--- config.mk ---
export PLATFORM = sky130hd
export DESIGN_NAME = hppi_select
export DESIGN_NICKNAME = d
export VERILOG_FILES = /design/src/rtl/hppi_pkg.sv /design/src/rtl/hppi_scan_ctrl.sv /design/src/rtl/hppi_cpu_track.sv /design/src/rtl/hppi_select.sv
export SDC_FILE = /design/constraint.sdc
export NUM_CORES = 1
export LEC_CHECK = 0
export ABC_AREA = 1
export BUFFER_PORTS_ARGS = -buffer_cell sky130_fd_sc_hd__buf_2
export CORE_AREA = 2 2 378 380
export CTS_BUF_LIST = sky130_fd_sc_hd__clkbuf_4
export DETAILED_ROUTE_END_ITERATION = 7
export DIE_AREA = 0 0 380 382
export PLACE_DENSITY_LB_ADDON = 0.15
export SLEW_MARGIN = 40
export SYNTH_ARGS = -nofsm -noshare
export SYNTH_HDL_FRONTEND = slang
export SYNTH_SLANG_ARGS = --single-unit
export TNS_END_PERCENT = 30
--- constraint.sdc ---
create_clock -name clk -period 11 [get_ports clk]
set_input_delay 3.3 -clock clk [delete_from_list [all_inputs] [get_ports clk]]
set_output_delay 3.3 -clock clk [all_outputs]
set_load 0.02 [all_outputs]
--- src/rtl/hppi_pkg.sv ---
package hppi_pkg;

    localparam int PRIO_W = 8;
    localparam int GRP_W  = 2;
    localparam logic [PRIO_W-1:0] PRIO_NONE = 8'hFF;

    typedef enum logic [1:0] {
        ST_IDLE  = 2'd0,
        ST_SCAN  = 2'd1,
        ST_CHECK = 2'd2
    } scan_state_e;

    typedef struct packed {
        logic [PRIO_W-1:0] prio;
        logic [GRP_W-1:0]  grp;
    } win_attr_t;

    // Candidate beats the held best when it is more urgent, or equally
    // urgent with an ID no larger (equal ID counts as a win).
    function automatic logic prio_beats(
        input logic [PRIO_W-1:0] cand_prio,
        input logic [15:0]       cand_id,
        input logic [PRIO_W-1:0] best_prio,
        input logic [15:0]       best_id
    );
        return (cand_prio < best_prio) ||
               ((cand_prio == best_prio) && (cand_id <= best_id));
    endfunction

endpackage

--- src/rtl/hppi_scan_ctrl.sv ---
module hppi_scan_ctrl
    import hppi_pkg::*;
#(
    parameter int N_IRQ = 64,
    parameter int CNTW  = 7
) (
    input  logic            clk,
    input  logic            rst,
    input  logic            start,
    input  logic            full_req,
    input  logic [CNTW-1:0] base,
    input  logic [CNTW-1:0] len,
    input  logic            escalate,
    output logic            busy,
    output logic            scanning,
    output logic [CNTW-1:0] cur,
    output logic            seen_clr,
    output logic            prio_clr,
    output logic            commit,
    output logic [CNTW-1:0] rng_lo,
    output logic [CNTW-1:0] rng_hi
);
    localparam logic [CNTW-1:0] N_CNT = CNTW'(N_IRQ);

    scan_state_e     state;
    logic            full_mode;
    logic [CNTW-1:0] rem;
    logic            go_full;

    assign go_full  = (state == ST_CHECK) && escalate && !full_mode;
    assign busy     = (state != ST_IDLE);
    assign scanning = (state == ST_SCAN);
    assign commit   = (state == ST_CHECK) && !go_full;
    assign seen_clr = ((state == ST_IDLE) && start) || go_full;
    assign prio_clr = ((state == ST_IDLE) && start && full_req) || go_full;

    always_ff @(posedge clk) begin
        if (rst) begin
            state     <= ST_IDLE;
            full_mode <= 1'b0;
            cur       <= '0;
            rem       <= '0;
            rng_lo    <= '0;
            rng_hi    <= '0;
        end else begin
            case (state)
                ST_IDLE: begin
                    if (start) begin
                        full_mode <= full_req;
                        cur       <= full_req ? '0 : base;
                        rem       <= full_req ? N_CNT : len;
                        rng_lo    <= base;
                        rng_hi    <= base + len;
                        state     <= (full_req || (len != '0)) ? ST_SCAN : ST_CHECK;
                    end
                end
                ST_SCAN: begin
                    cur <= cur + 1'b1;
                    rem <= rem - 1'b1;
                    if (rem == CNTW'(1)) begin
                        state <= ST_CHECK;
                    end
                end
                ST_CHECK: begin
                    if (go_full) begin
                        full_mode <= 1'b1;
                        cur       <= '0;
                        rem       <= N_CNT;
                        state     <= ST_SCAN;
                    end else begin
                        state <= ST_IDLE;
                    end
                end
                default: state <= ST_IDLE;
            endcase
        end
    end

endmodule

--- src/rtl/hppi_cpu_track.sv ---
module hppi_cpu_track
    import hppi_pkg::*;
#(
    parameter int IDW = 6
) (
    input  logic              clk,
    input  logic              rst,
    input  logic              seen_clr,
    input  logic              prio_clr,
    input  logic              hit,
    input  logic [IDW-1:0]    cand_id,
    input  logic [PRIO_W-1:0] cand_prio,
    input  logic [GRP_W-1:0]  cand_grp,
    input  logic              commit,
    output logic [IDW-1:0]    wk_id,
    output logic [PRIO_W-1:0] wk_prio,
    output logic              seen,
    output logic [IDW-1:0]    out_id,
    output win_attr_t         out_attr
);
    win_attr_t wk_attr;
    logic      better;

    assign wk_prio = wk_attr.prio;
    assign better  = hit && prio_beats(cand_prio, 16'(cand_id), wk_attr.prio, 16'(wk_id));

    always_ff @(posedge clk) begin
        if (rst) begin
            wk_id    <= '0;
            wk_attr  <= '{prio: PRIO_NONE, grp: '0};
            seen     <= 1'b0;
            out_id   <= '0;
            out_attr <= '{prio: PRIO_NONE, grp: '0};
        end else begin
            if (seen_clr) begin
                seen <= 1'b0;
                if (prio_clr) begin
                    wk_attr.prio <= PRIO_NONE;
                end
            end else if (better) begin
                wk_id   <= cand_id;
                wk_attr <= '{prio: cand_prio, grp: cand_grp};
                seen    <= 1'b1;
            end
            if (commit) begin
                out_id   <= wk_id;
                out_attr <= wk_attr;
            end
        end
    end

endmodule

--- src/rtl/hppi_select.sv ---
module hppi_select
    import hppi_pkg::*;
#(
    parameter int N_CPU = 4,
    parameter int N_IRQ = 64,
    localparam int IDW  = $clog2(N_IRQ),
    localparam int CNTW = IDW + 1,
    localparam int CPUW = (N_CPU > 1) ? $clog2(N_CPU) : 1
) (
    input  logic                      clk,
    input  logic                      rst,
    input  logic                      start,
    input  logic                      full_req,
    input  logic [IDW-1:0]            base,
    input  logic [CNTW-1:0]           len,
    input  logic [N_IRQ-1:0]          elig,
    input  logic [N_IRQ*PRIO_W-1:0]   prio_vec,
    input  logic [N_IRQ*CPUW-1:0]     tgt_vec,
    input  logic [N_IRQ-1:0]          tgt_vld,
    input  logic [N_IRQ*GRP_W-1:0]    grp_vec,
    output logic                      busy,
    output logic                      done,
    output logic [N_CPU*IDW-1:0]      win_id,
    output logic [N_CPU*PRIO_W-1:0]   win_prio,
    output logic [N_CPU*GRP_W-1:0]    win_grp
);
    logic              scanning, seen_clr, prio_clr, commit, escalate;
    logic [CNTW-1:0]   cur, rng_lo, rng_hi;
    logic [IDW-1:0]    idx;
    logic              in_bnd, tgt_in, cand_ok;
    logic [CPUW-1:0]   cand_tgt;
    logic [PRIO_W-1:0] cand_prio;
    logic [GRP_W-1:0]  cand_grp;
    logic [N_CPU-1:0]  need;

    hppi_scan_ctrl #(.N_IRQ(N_IRQ), .CNTW(CNTW)) u_ctrl (
        .clk      (clk),
        .rst      (rst),
        .start    (start),
        .full_req (full_req),
        .base     ({1'b0, base}),
        .len      (len),
        .escalate (escalate),
        .busy     (busy),
        .scanning (scanning),
        .cur      (cur),
        .seen_clr (seen_clr),
        .prio_clr (prio_clr),
        .commit   (commit),
        .rng_lo   (rng_lo),
        .rng_hi   (rng_hi)
    );

    // Candidate fetch for the ID under the cursor
    assign idx       = cur[IDW-1:0];
    assign in_bnd    = (cur < CNTW'(N_IRQ));
    assign cand_tgt  = tgt_vec[idx*CPUW +: CPUW];
    assign cand_prio = prio_vec[idx*PRIO_W +: PRIO_W];
    assign cand_grp  = grp_vec[idx*GRP_W +: GRP_W];

    generate
        if (N_CPU == (1 << CPUW)) begin : g_tgt_full
            assign tgt_in = 1'b1;
        end else begin : g_tgt_part
            assign tgt_in = (32'(cand_tgt) < N_CPU);
        end
    endgenerate

    assign cand_ok  = scanning && in_bnd && elig[idx] && tgt_vld[idx] && tgt_in;
    assign escalate = |need;

    generate
        for (genvar c = 0; c < N_CPU; c++) begin : g_cpu
            logic [IDW-1:0]    wk_id;
            logic [PRIO_W-1:0] wk_prio;
            logic              seen;
            logic [IDW-1:0]    out_id;
            win_attr_t         out_attr;

            hppi_cpu_track #(.IDW(IDW)) u_trk (
                .clk       (clk),
                .rst       (rst),
                .seen_clr  (seen_clr),
                .prio_clr  (prio_clr),
                .hit       (cand_ok && (cand_tgt == CPUW'(c))),
                .cand_id   (idx),
                .cand_prio (cand_prio),
                .cand_grp  (cand_grp),
                .commit    (commit),
                .wk_id     (wk_id),
                .wk_prio   (wk_prio),
                .seen      (seen),
                .out_id    (out_id),
                .out_attr  (out_attr)
            );

            // Held winner lost inside the window without a replacement
            assign need[c] = !seen && (wk_prio != PRIO_NONE) &&
                             ({1'b0, wk_id} >= rng_lo) && ({1'b0, wk_id} < rng_hi);

            assign win_id[c*IDW +: IDW]       = out_id;
            assign win_prio[c*PRIO_W +: PRIO_W] = out_attr.prio;
            assign win_grp[c*GRP_W +: GRP_W]  = out_attr.grp;
        end
    endgenerate

    always_ff @(posedge clk) begin
        if (rst) begin
            done <= 1'b0;
        end else begin
            done <= commit;
        end
    end

endmodule

==> summary.txt <==
Setup path
  – End point of the critical path: g_cpu[0].u_trk.wk_id[4]$_SDFFE_PP0P_
  – Setup crit start kind: primary input
  – CP arrival: roughly 7500 ps
  – RR Startpoint: u_ctrl.cur[0]$_SDFFE_PP0P_
  – Worst setup path category: in2reg
  – R2R setup slack: roughly 4600 ps
  – Crit-path cells: buf_2 > nor2_1 > o221ai_1 > o211ai_1 > nand3_1 > nand3_1 > nand2_1 > ha_1 > a21oi_1 > o21ai_0 > o21ai_0 > nand3_1 > nor2_4 > nand3_2 > nand2_1 > nand2_1 > nor2_1
  – Worst reg2reg path endpoint: g_cpu[0].u_trk.wk_id[4]$_SDFFE_PP0P_
  – CP max-delay cell: nor2_1
  – Worst setup startpoint: prio_vec[61]
  – WP data required: about 12000 ps
  – Crit path largest cell delay: ~640 ps
  – CP endpoint kind: flop
  – Worst Reg-to-Reg Cells: 22
  – Critical path fanouts, max: 24

Finish
  – Area growth, synth to finish: 42.66%
  – Fin area: about 0.024 mm^2
  – Total Nets Final: approximately 4700
  – Fraction of layout instances using a drive strength above 1: a little under 30%
  – Final core occ: roughly 17%

Synthesis
  – Syn Nets: 3912
  – Post-synthesis cell type count: 46
  – EDFF count, synth: 0
  – Post-Syn Area per Cell: between 5 and 6 um^2
  – Async S/R FF share, synth: 0%
  – Post-Syn Instances: 2885
  – Seq/Total Area, Yosys: roughly 19%
  – Synth Warn #: 0
  – Mapped Area: approximately 0.017 mm^2
  – Ys flop type: dfxtp_1
  – #FFs+latches synth: about 160

Floorplanning
  – # rows: 138
  – Die Span Y: about 380 um
  – Die span in x: about 380 um
  – Ports: between 900 and 1000
  – Total Die Area: between 0.1 and 0.15 mm^2
  – Starting Density: around an eighth
  – Core Region: 0.1409 mm^2

Clocking
  – Total CTS buffers: 17
  – CTS tree: done
  – Bufs on Longest Clock Path: 2
  – H-Tree Depth: 4
  – Hold buffers post-CTS: 0
  – Clk_lat worst skew: 670 ps
  – Post-CTS Setup Bufs: 0
  – Worst-path clk slew: 180 ps
  – Resize count post-CTS: 0
  – # clock sinks: 163
  – Root Buffer: clkbuf_4

Detailed routing
  – # DRC: 0
  – Post-route ant nets: 0
  – Via-to-Cell Ratio: around 4.3
  – DRT iter0 DRCs: 1717
  – Wire length per cell: approximately 27 um
  – Routed wire length: about 150000 um
  – Vias post-DR: 24520
  – DR pass1 iterations: 7

Pwr
  – Peak VDD IR: approximately 89 uV
  – LEAKAGE: around 12 nW
  – PwrDens: approximately 220 mW/mm^2

Status
  – Status: complete, no violations

Timing
  – Final period util: between 60% and 70%
  – Worst setup margin: a little over 4000 ps
  – Unrepaired setup endpoints after global routing: no
  – Worst rel slew slack: a little over two fifths
  – Fin crit period: between 6000 and 7000 ps
  – Clk_skew: roughly 51 ps
  – Final Hold Viols: 0
  – Maximum clock frequency: 0.1448 GHz
  – Setup TNS: 0 ps
  – Worst-Margin Slew: roughly 860 ps
  – Final Max Slew Viols: 0
  – Final Setup Violations: 0

Placed design
  – Routability congestion estimate: about 0.90
  – Pre-CTS setup slack: 3461 ps
  – Hpwl dp: 126100 um
  – Post-DP Area: roughly 0.024 mm^2
  – IO Port Bufs: slightly below 1000

Global route
  – Total track usage: slightly above 20%
  – First-pass GRT wire length: a little over 200000 um
  – Antenna violations before repair: around 140
  – Number of global-route vias before repair: about 24000
  – Global route total overflow: 0
  – Largest net degree at the start of global routing: 137

Hold path
  – HP Start: g_cpu[1].u_trk.out_attr[2]$_SDFFE_PP1P_
  – Worst hold path class: reg2reg

Job
  – Max-Cap Viols: 0
logic make-up (layout without fill, tap and decap cells):
| family | Yosys count | in the layout | synth area share [%] |
|---|---|---|---|
| AO/OA/AOI/OAI | 699 | 699 | 24.13 |
| XOR/XNOR | 7 | 7 | 0.3621 |
| other | 0 | 64 | 0 |
| AND/OR/NAND/NOR | 1493 | 1493 | 37.60 |
| flip-flops | 163 | 163 | 19.27 |
| adder cells (fa/ha/maj) | 114 | 114 | 8.468 |
| buffers and inverters | 409 | 1242 | 10.16 |
placed cells by master, fill, tap and decap left out, types with 4 or more instances in the layout:
master and n:
a21oi_1 164, clkbuf_4 17, o22ai_1 65, nor2_1 358, o211ai_1 58, a22oi_1 16, or2_2 11, nand2_1 690
o21ai_0 286, inv_2 4, clkinv_8 6, o21a_1 8, inv_8 4, diode_2 64, nor2_4 7, nand3b_1 8
buf_4 33, dfxtp_4 5, dfxtp_1 157, inv_6 6, nand3_1 329, nor3_1 9, o21ai_1 20, nand4_1 64
ha_1 113, inv_1 178, o221ai_1 68, xor2_1 6, buf_2 978, or2_1 4
cells in the mapped netlist (8+ instances only):
library cell / count / area [um^2]
a21oi_1: 165 / 825.8
a22oi_1: 16 / 120.1
buf_1: 23 / 86.33
buf_2: 60 / 300.3
buf_4: 8 / 60.06
buf_6: 10 / 112.6
clkbuf_1: 116 / 435.4
dfxtp_1: 163 / 3263
ha_1: 113 / 1414
inv_1: 179 / 671.9
nand2_1: 691 / 2594
nand3_1: 329 / 1647
nand3b_1: 8 / 60.06
nand4_1: 64 / 400.4
nor2_1: 360 / 1351
nor3_1: 9 / 45.04
o211ai_1: 58 / 435.4
o21a_1: 8 / 60.06
o21ai_0: 288 / 1441
o21ai_1: 18 / 90.09
o221ai_1: 69 / 604.3
o22ai_1: 65 / 406.6
or2_2: 11 / 68.82
state kept, by name (all words and copies together) (netlist names):
name	cells
u_ctrl.rem	7
g_cpu.u_trk.wk_attr	8
g_cpu.u_trk.out_id	24
u_ctrl.full_mode	1
u_ctrl.rng_lo	6
done	1
g_cpu.u_trk.out_attr	40
g_cpu.u_trk.wk_prio	32
g_cpu.u_trk.wk_id	24
u_ctrl.cur	7
u_ctrl.rng_hi	7
g_cpu.u_trk.seen	4
u_ctrl.state	2
routing by layer:
| layer | share of wire, % | vias to the layer above | GRT usage (%) | wire (um) |
|---|---|---|---|---|
| li1 | - | 11620 | - | - |
| met1 | 42 | 11630 | 24.30 | 64040 |
| met2 | 50 | 1009 | 35.69 | 76590 |
| met3 | 5.3 | 229 | 3.642 | 8181 |
| met4 | 3.2 | 32 | 7.767 | 4949 |
| met5 | 0.14 | - | 0 | 208 |
worst max-delay path: cells and delay by family:
kind            cells  cell delay (ps)
fa+ha+maj           1              510
buf+inv             1              100
simple gates       10             2660
compound gates      5              870
metrics by stage:
stage / hold slack [ps] / power (mW) / std cells
3_3_place_gp: 440.6 / 4.808 / 5572
3_5_place_dp: 441.2 / 4.850 / 5576
5_1_grt: 497.6 / 5.675 / 5644
2_1_floorplan: 429.7 / 3.195 / 2885
4_1_cts: 482.0 / 5.272 / 5608
6_report: 477.0 / 5.208 / 5672
worst min path at each step:
stage	to	depth (start not counted)
2_1_floorplan	g_cpu[0].u_trk.out_attr[1]$_SDFFE_PP0P_	2
3_3_place_gp	g_cpu[1].u_trk.out_attr[2]$_SDFFE_PP1P_	2
3_5_place_dp	g_cpu[1].u_trk.out_attr[2]$_SDFFE_PP1P_	2
4_1_cts	g_cpu[1].u_trk.out_attr[2]$_SDFFE_PP1P_	2
5_1_grt	g_cpu[0].u_trk.out_attr[1]$_SDFFE_PP0P_	2
6_report	g_cpu[1].u_trk.out_attr[2]$_SDFFE_PP1P_	2
cell type report:
cell class / instances / area [um^2]
repair buffers: 1019 / 5303
multi-input cells: 2313 / 11990
clock inverters: 15 / 183.9
clock buffers: 17 / 127.6
diodes: 64 / 160.2
fillers: 16880 / 116700
inverters: 191 / 739.5
flip-flops and latches: 163 / 3283
well taps: 1890 / 2365
report_power, final:
group | switching (mW) | total, mW | internal (mW)
logic | 2.67 | 3.81 | 1.14
clock network | 0.299 | 0.407 | 0.108
registers | 0.201 | 0.993 | 0.793
No activity file was read; power rests on OpenSTA's default activity.
